File: src/rtl/dual_pipe_issue_pkg.sv
package dual_pipe_issue_pkg;

  // Number of instructions leaving the queue in one cycle
  typedef enum logic [1:0] {
    ISSUE_NONE = 2'd0,
    ISSUE_ONE  = 2'd1,
    ISSUE_TWO  = 2'd2
  } issue_mode_e;

  // Header = class bit, destination and two sources, each with a valid bit
  function automatic int hdr_width(input int reg_w);
    return 3 * reg_w + 4;
  endfunction

  function automatic int word_width(input int reg_w, input int pay_w);
    return hdr_width(reg_w) + pay_w;
  endfunction

endpackage

File: src/rtl/pair_hazard.sv
// Register dependency check between the older (U) and younger (V) candidate
module pair_hazard #(
  parameter int REG_W = 5
) (
  input  logic             older_dst_vld,
  input  logic [REG_W-1:0] older_dst,
  // younger fields, MSB first: dst_vld, dst, sa_vld, sa, sb_vld, sb
  input  logic [3*REG_W+2:0] younger_regs,
  output logic             raw_hit,
  output logic             waw_hit
);

  localparam int SB_LO  = 0;
  localparam int SB_V   = REG_W;
  localparam int SA_LO  = REG_W + 1;
  localparam int SA_V   = 2 * REG_W + 1;
  localparam int DST_LO = 2 * REG_W + 2;
  localparam int DST_V  = 3 * REG_W + 2;

  function automatic logic reg_collide(input logic a_vld, input logic [REG_W-1:0] a,
                                       input logic b_vld, input logic [REG_W-1:0] b);
    return a_vld && b_vld && (a == b);
  endfunction

  logic             y_sa_vld, y_sb_vld, y_dst_vld;
  logic [REG_W-1:0] y_sa, y_sb, y_dst;
  logic             sa_hit, sb_hit;

  assign y_sb      = younger_regs[SB_LO +: REG_W];
  assign y_sb_vld  = younger_regs[SB_V];
  assign y_sa      = younger_regs[SA_LO +: REG_W];
  assign y_sa_vld  = younger_regs[SA_V];
  assign y_dst     = younger_regs[DST_LO +: REG_W];
  assign y_dst_vld = younger_regs[DST_V];

  assign sa_hit  = reg_collide(y_sa_vld, y_sa, older_dst_vld, older_dst);
  assign sb_hit  = reg_collide(y_sb_vld, y_sb, older_dst_vld, older_dst);
  assign raw_hit = sa_hit | sb_hit;
  assign waw_hit = reg_collide(y_dst_vld, y_dst, older_dst_vld, older_dst);

endmodule

File: src/rtl/pair_select.sv
// Decides single, dual or no issue for the current cycle
module pair_select
  import dual_pipe_issue_pkg::*;
(
  input  logic       clk,
  input  logic       rst_n,
  input  logic       q0_vld,
  input  logic       q1_vld,
  input  logic       q0_cpx,
  input  logic       q1_cpx,
  input  logic       raw_hit,
  input  logic       waw_hit,
  input  logic       u_stall,
  input  logic       v_busy,
  output logic [1:0] pop_cnt,
  output logic       load_u,
  output logic       load_v
);

  issue_mode_e mode;
  logic cls_block;   // a complex instruction cannot pair
  logic dep_block;   // register hazard between the pair
  logic v_block;     // V cannot take an instruction
  logic pair_ok;

  assign cls_block = q0_cpx | q1_cpx;
  assign dep_block = raw_hit | waw_hit;
  assign v_block   = v_busy;
  assign pair_ok   = q0_vld & q1_vld & ~cls_block & ~dep_block & ~v_block;

  always_comb begin
    if (!rst_n || u_stall || !q0_vld) mode = ISSUE_NONE;
    else if (pair_ok)                 mode = ISSUE_TWO;
    else                              mode = ISSUE_ONE;
  end

  assign pop_cnt = mode;
  assign load_u  = (mode != ISSUE_NONE);
  assign load_v  = (mode == ISSUE_TWO);


  stall_no_pop_chk: assert property (@(posedge clk) disable iff (!rst_n)
    u_stall |-> (pop_cnt == 2'd0));


  cls_single_chk: assert property (@(posedge clk) disable iff (!rst_n)
    (q0_cpx || q1_cpx) |-> (pop_cnt != 2'd2));


  hazard_single_chk: assert property (@(posedge clk) disable iff (!rst_n)
    (raw_hit || waw_hit) |-> (pop_cnt != 2'd2));


  vbusy_single_chk: assert property (@(posedge clk) disable iff (!rst_n)
    v_busy |-> (pop_cnt != 2'd2));


  empty_no_pop_chk: assert property (@(posedge clk) disable iff (!rst_n)
    !q0_vld |-> (pop_cnt == 2'd0));


  pop_range_chk: assert property (@(posedge clk) disable iff (!rst_n)
    (pop_cnt != 2'd3));

endmodule

File: src/rtl/issue_slot.sv
// Issue register feeding one pipe; frozen while U stalls
module issue_slot #(
  parameter int W = 35
) (
  input  logic         clk,
  input  logic         rst_n,
  input  logic         hold,
  input  logic         load_vld,
  input  logic [W-1:0] load_word,
  output logic         vld_q,
  output logic [W-1:0] word_q
);

  always_ff @(posedge clk or negedge rst_n) begin
    if (!rst_n) begin
      vld_q  <= 1'b0;
      word_q <= '0;
    end else if (!hold) begin
      vld_q  <= load_vld;
      word_q <= load_vld ? load_word : '0;
    end
  end

endmodule

File: src/rtl/dual_pipe_issue.sv
module dual_pipe_issue
  import dual_pipe_issue_pkg::*;
#(
  parameter int REG_W   = 5,
  parameter int PAY_W   = 16,
  parameter int INSTR_W = word_width(REG_W, PAY_W)
) (
  input  logic               clk,
  input  logic               rst_n,
  input  logic               q0_vld,
  input  logic [INSTR_W-1:0] q0_word,
  input  logic               q1_vld,
  input  logic [INSTR_W-1:0] q1_word,
  input  logic               u_stall,
  input  logic               v_busy,
  output logic [1:0]         pop_cnt,
  output logic               u_vld,
  output logic [INSTR_W-1:0] u_word,
  output logic               v_vld,
  output logic [INSTR_W-1:0] v_word
);

  localparam int NPIPE  = 2;
  localparam int CLS_B  = INSTR_W - 1;
  localparam int DST_V  = INSTR_W - 2;
  localparam int DST_LO = INSTR_W - 2 - REG_W;
  localparam int REGS_W = 3 * REG_W + 3;

  // named internal events
  logic raw_hit, waw_hit;
  logic load_u, load_v;
  logic q0_cpx, q1_cpx;

  assign q0_cpx = q0_word[CLS_B];
  assign q1_cpx = q1_word[CLS_B];

  pair_hazard #(.REG_W(REG_W)) u_hazard (
    .older_dst_vld (q0_word[DST_V]),
    .older_dst     (q0_word[DST_LO +: REG_W]),
    .younger_regs  (q1_word[PAY_W +: REGS_W]),
    .raw_hit       (raw_hit),
    .waw_hit       (waw_hit)
  );

  pair_select u_select (
    .clk     (clk),
    .rst_n   (rst_n),
    .q0_vld  (q0_vld),
    .q1_vld  (q1_vld),
    .q0_cpx  (q0_cpx),
    .q1_cpx  (q1_cpx),
    .raw_hit (raw_hit),
    .waw_hit (waw_hit),
    .u_stall (u_stall),
    .v_busy  (v_busy),
    .pop_cnt (pop_cnt),
    .load_u  (load_u),
    .load_v  (load_v)
  );

  logic               slot_load [NPIPE];
  logic [INSTR_W-1:0] slot_in   [NPIPE];
  logic               slot_vld  [NPIPE];
  logic [INSTR_W-1:0] slot_word [NPIPE];

  // slot 0 is U, slot 1 is V: U always gets the older entry
  assign slot_load[0] = load_u;
  assign slot_in[0]   = q0_word;
  assign slot_load[1] = load_v;
  assign slot_in[1]   = q1_word;

  for (genvar p = 0; p < NPIPE; p++) begin : g_slot
    issue_slot #(.W(INSTR_W)) u_slot (
      .clk       (clk),
      .rst_n     (rst_n),
      .hold      (u_stall),
      .load_vld  (slot_load[p]),
      .load_word (slot_in[p]),
      .vld_q     (slot_vld[p]),
      .word_q    (slot_word[p])
    );
  end

  assign u_vld  = slot_vld[0];
  assign u_word = slot_word[0];
  assign v_vld  = slot_vld[1];
  assign v_word = slot_word[1];


  dual_pop_chk: assert property (@(posedge clk) disable iff (!rst_n)
    (q0_vld && q1_vld && !q0_cpx && !q1_cpx && !raw_hit && !waw_hit && !u_stall && !v_busy)
      |-> (pop_cnt == 2'd2));


  dual_word_chk: assert property (@(posedge clk) disable iff (!rst_n)
    (pop_cnt == 2'd2) |=> (v_vld && v_word == $past(q1_word) && u_word == $past(q0_word)));


  order_chk: assert property (@(posedge clk) disable iff (!rst_n)
    v_vld |-> u_vld);


  hold_chk: assert property (@(posedge clk) disable iff (!rst_n)
    u_stall |=> ($stable(u_vld) && $stable(u_word) && $stable(v_vld) && $stable(v_word)));


  vbusy_idle_chk: assert property (@(posedge clk) disable iff (!rst_n)
    (v_busy && !u_stall) |=> !v_vld);


  always_comb begin
    if (!rst_n) begin
      reset_quiet_chk: assert (pop_cnt == 2'd0);
    end
  end

endmodule

File: config.mk
export PLATFORM = sky130hd
export DESIGN_NAME = dual_pipe_issue
export DESIGN_NICKNAME = d
export VERILOG_FILES = /design/src/rtl/dual_pipe_issue_pkg.sv /design/src/rtl/pair_hazard.sv /design/src/rtl/pair_select.sv /design/src/rtl/issue_slot.sv /design/src/rtl/dual_pipe_issue.sv
export SDC_FILE = /design/constraint.sdc
export NUM_CORES = 1
export LEC_CHECK = 0
export CORE_MARGIN = 2
export CORE_UTILIZATION = 40
export CTS_CLUSTER_DIAMETER = 200
export DETAILED_ROUTE_END_ITERATION = 12
export PLACE_DENSITY = 0.8
export SLEW_MARGIN = 20
export SYNTH_ARGS = -nofsm -noshare
export SYNTH_HDL_FRONTEND = slang
export SYNTH_SLANG_ARGS = --single-unit
export TNS_END_PERCENT = 30
File: constraint.sdc
create_clock -name clk -period 2.05 [get_ports clk]
set_clock_uncertainty 0.1 [all_clocks]
set_input_delay 0.3075 -clock clk [delete_from_list [all_inputs] [get_ports clk]]
set_output_delay 0.3075 -clock clk [all_outputs]
set_load 0.02 [all_outputs]
==> impl_metrics.csv <==
group,metric,value,unit
layout,drive_gt1_share,12.6,%
routing,post_drt_wl_per_cell,16.5,um
grt,grt_pass1_vias,2791,
setup_path,r2r-end,"g_slot[0].u_slot.word_q[25]$_DFFE_PN0N_",
clock_tree,cts_root_buf,"clkbuf_8",
sta,period_share,97.1,%
clock_tree,clock_latency,0.34,ns
clock_tree,cts_sinks,72,
routing,drc,0,
power_and_ir_drop,leakagePower,2.15,nW
layout,multi_input_area,1130,sq um
setup_path,crit_chain,"dlygate4sd2_1, a2111o_1, o31ai_4, o21a_1, buf_4",
grt,antenna_found_initial,0,
setup_path,worstSetupStartpoint,"q1_word[22]",
setup_path,critPathCapture,"pop_cnt[0]",
placed_design,post-place-ws,-0.719,ns
setup_path,critPathMaxFanout,3,
synth,syn_inst,269,
clock_tree,cts_buffers,9,
layout,fillers,574,
placed_design,place.gp.congestion,0.762,
placed_design,hpwl,6.48,mm
power_and_ir_drop,intPower,2.43,mW
power_and_ir_drop,power.density,654,nW/um^2
floorplan,dieArea,8220,sq um
setup_path,end_kind,"primary output",
floorplan,rows,31,
synth,synth_seq_cells,72,
grt,grt_start_max_net_pins,68,
power_and_ir_drop,power,3.24,mW
sta,finalWorstSetupSlack,0.0594,ns
routing,ant_nets,0,
power_and_ir_drop,swShare,25.1,%
floorplan,die_h,90.7,um
setup_path,worstSetupPathType,"input pin to primary output",
grt,globalRouteTotalUtil,21.6,%
clock_tree,cts.path.max_buffers,2,
routing,via_count,2702,
synth,synth.distinct_cells,26,
clock_tree,htreeDepth,3,
flow_run,drv_cap,0,
setup_path,r2r_cells,1,
clock_tree,clkTransAtPathRegs,0.08,ns
synth,synth.largest_area_cell,"dfrtp_1",
synth,yosysTopAreaCellShare,60.0,%
hold_path,hp-class,"input pin to flop",
power_and_ir_drop,ir_worst_vdd,382,uV
sta,setup_violations,0,
power_and_ir_drop,power_frac_seq,45.8,%
setup_path,critPathSlowestCell,"a2111o_1",
placed_design,portBuffers,149,
floorplan,die_w,90.7,um
sta,hold_viol,0,
grt,overflow,0,
synth,synthTopCellsByArea,"dfrtp_1, a22o_1, nand2_1, o31ai_1, xnor2_1",
setup_path,worstPathRequired,1.64,ns
layout,design_area,4960,sq um
setup_path,startpoint_type,"input pin",
power_and_ir_drop,combinationalPowerShare,15.4,%
sta,slew_viol_final,0,
power_and_ir_drop,clockPowerShare,38.8,%
setup_path,worstReg2RegStart,"g_slot[0].u_slot.word_q[25]$_DFFE_PN0N_",
floorplan,start_util,41.4,%
synth,synth-edff-count,0,
grt,grt_pass1_wl,14.2,mm
layout,diodes,0,
setup_path,path_depth,5,
floorplan,io_pins,150,
layout,final_common_cell,"clkdlybuf4s50_1",
routing,drt_pre_antenna_iters,4,
synth,synth_ff_type,"dfrtp_1",
setup_path,path_delay_family,"compound AO/OA/AOI/OAI gates",
routing,wirelength,8.84,mm
setup_path,arrival,1.58,ns
synth,yosys_warnings,0,
setup_path,slowest_delay,0.45,ns
sta,tightest_slew,0.591,ns
sta,slew_headroom,60.6,%
setup_path,rrSetupSlack,1.20,ns
synth,synth_area,3010,sq um
layout,most-common-layout-cells,"clkdlybuf4s50_1, nand2_1, dfrtp_1",
layout,nets,507,
run_status,outcome,"finished clean",
clock_tree,cts_tree,"yes",
setup_path,crit_buf_inv,2,
sta,timing.fmax,502,MHz
synth,syn-num-nets,345,
synth,ys_seq_area_share,60.0,%
layout,area_delta_synth_final,64.9,%
floorplan,core_region_area,7250,sq um
hold_path,min_from,"q1_word[29]",
routing,drt-vias-per-instance,5.05,
power_and_ir_drop,power_switching,815,uW
routing,drt_iter0_markers,110,
layout,seqCellArea,1800,sq um
synth,syn_area_per_cell,11.2,sq um
sta,finalCriticalPeriod,1.99,ns
synth,async_flop_share,100,%
placed_design,place_area,4680,sq um
## cells by family after synthesis
| family | Yosys count | synth area share [%] |
|---|---|---|
| AND/OR/NAND/NOR | 86 | 12.1 |
| XOR/XNOR | 12 | 3.50 |
| flip-flops | 72 | 60.0 |
| buffers and inverters | 24 | 3.75 |
| AO/OA/AOI/OAI | 75 | 20.7 |
## sequential cells by signal, indices dropped and copies added (netlist names)
register,cells
g_slot.u_slot.word_q,70
g_slot.u_slot.vld_q,2
## power by group through the flow
stage / Clock [mW] / Combinational, mW / Sequential (mW)
6_report: 1.26 / 0.500 / 1.48
5_1_grt: 1.35 / 0.536 / 1.49
4_1_cts: 1.29 / 0.500 / 1.48
3_5_place_dp: 0 / 0.507 / 1.51
3_3_place_gp: 0 / 0.500 / 1.51
2_1_floorplan: 0 / 0.123 / 1.57
## repair_timing
| action | CTS | global route |
|---|---|---|
| pin swaps | 9 | 7 |
| endpoints found under the setup margin | 2 | 31 |
| resized for setup | 38 | 12 |
| hold buffers | 1 | 0 |
| hold endpoints to repair | 38 | 0 |
| setup buffers | 1 | 0 |
| gates cloned | 0 | 0 |
## how the worst min path moves through the flow
stage                                              end  depth (start not counted)  slack [ns]
3_3_place_gp   g_slot[0].u_slot.word_q[28]$_DFFE_PN0N_                          2        0.23
4_1_cts        g_slot[0].u_slot.word_q[29]$_DFFE_PN0N_                          3        0.25
5_1_grt        g_slot[1].u_slot.word_q[29]$_DFFE_PN0N_                          3        0.18
6_report       g_slot[1].u_slot.word_q[29]$_DFFE_PN0N_                          3        0.18
3_5_place_dp   g_slot[0].u_slot.word_q[28]$_DFFE_PN0N_                          2        0.25
2_1_floorplan       g_slot[0].u_slot.vld_q$_DFFE_PN0N_                          0       -0.09
## per-stage QoR
step | TNS (ns) | util (%) | cells | hold WS, ns
detailed placement | -7.66 | 64.5 | 517 | 0.247
global placement | -6.86 | 64.5 | 517 | 0.234
floorplan | 0 | - | 269 | -0.0881
global route | -0.0122 | 68.3 | 535 | 0.176
CTS | 0 | 67.7 | 535 | 0.249
finish | 0 | 68.3 | 535 | 0.178
## cell type report
type                       instances  share of cell area, %
multi-input combinational        173                   22.9
timing repair buffer             173                   33.5
inverter                           2                  0.151
tap                               99                   2.50
sequential                        72                   36.3
clock buffer                       9                   2.50
clock inverter                     7                   2.09
## cells in the mapped netlist, drive strengths merged (2+ instances only)
cell type and n:
dfrtp 72, nand4 2, xnor2 12, clkbuf 19
a22o 34, nor2b 2, inv 2, o31ai 35
nand2 73, buf 3, nand3 2
## layer usage
| layer | vias up | share of wire (%) | track usage, % |
|---|---|---|---|
| li1 | 1283 | - | - |
| met1 | 1319 | 42 | 26.9 |
| met2 | 92 | 52 | 38.1 |
| met3 | 8 | 4.9 | 3.51 |
| met4 | 0 | 1.2 | 7.18 |
| met5 | - | 0 | 0 |
(Power assumes the default switching activity.)
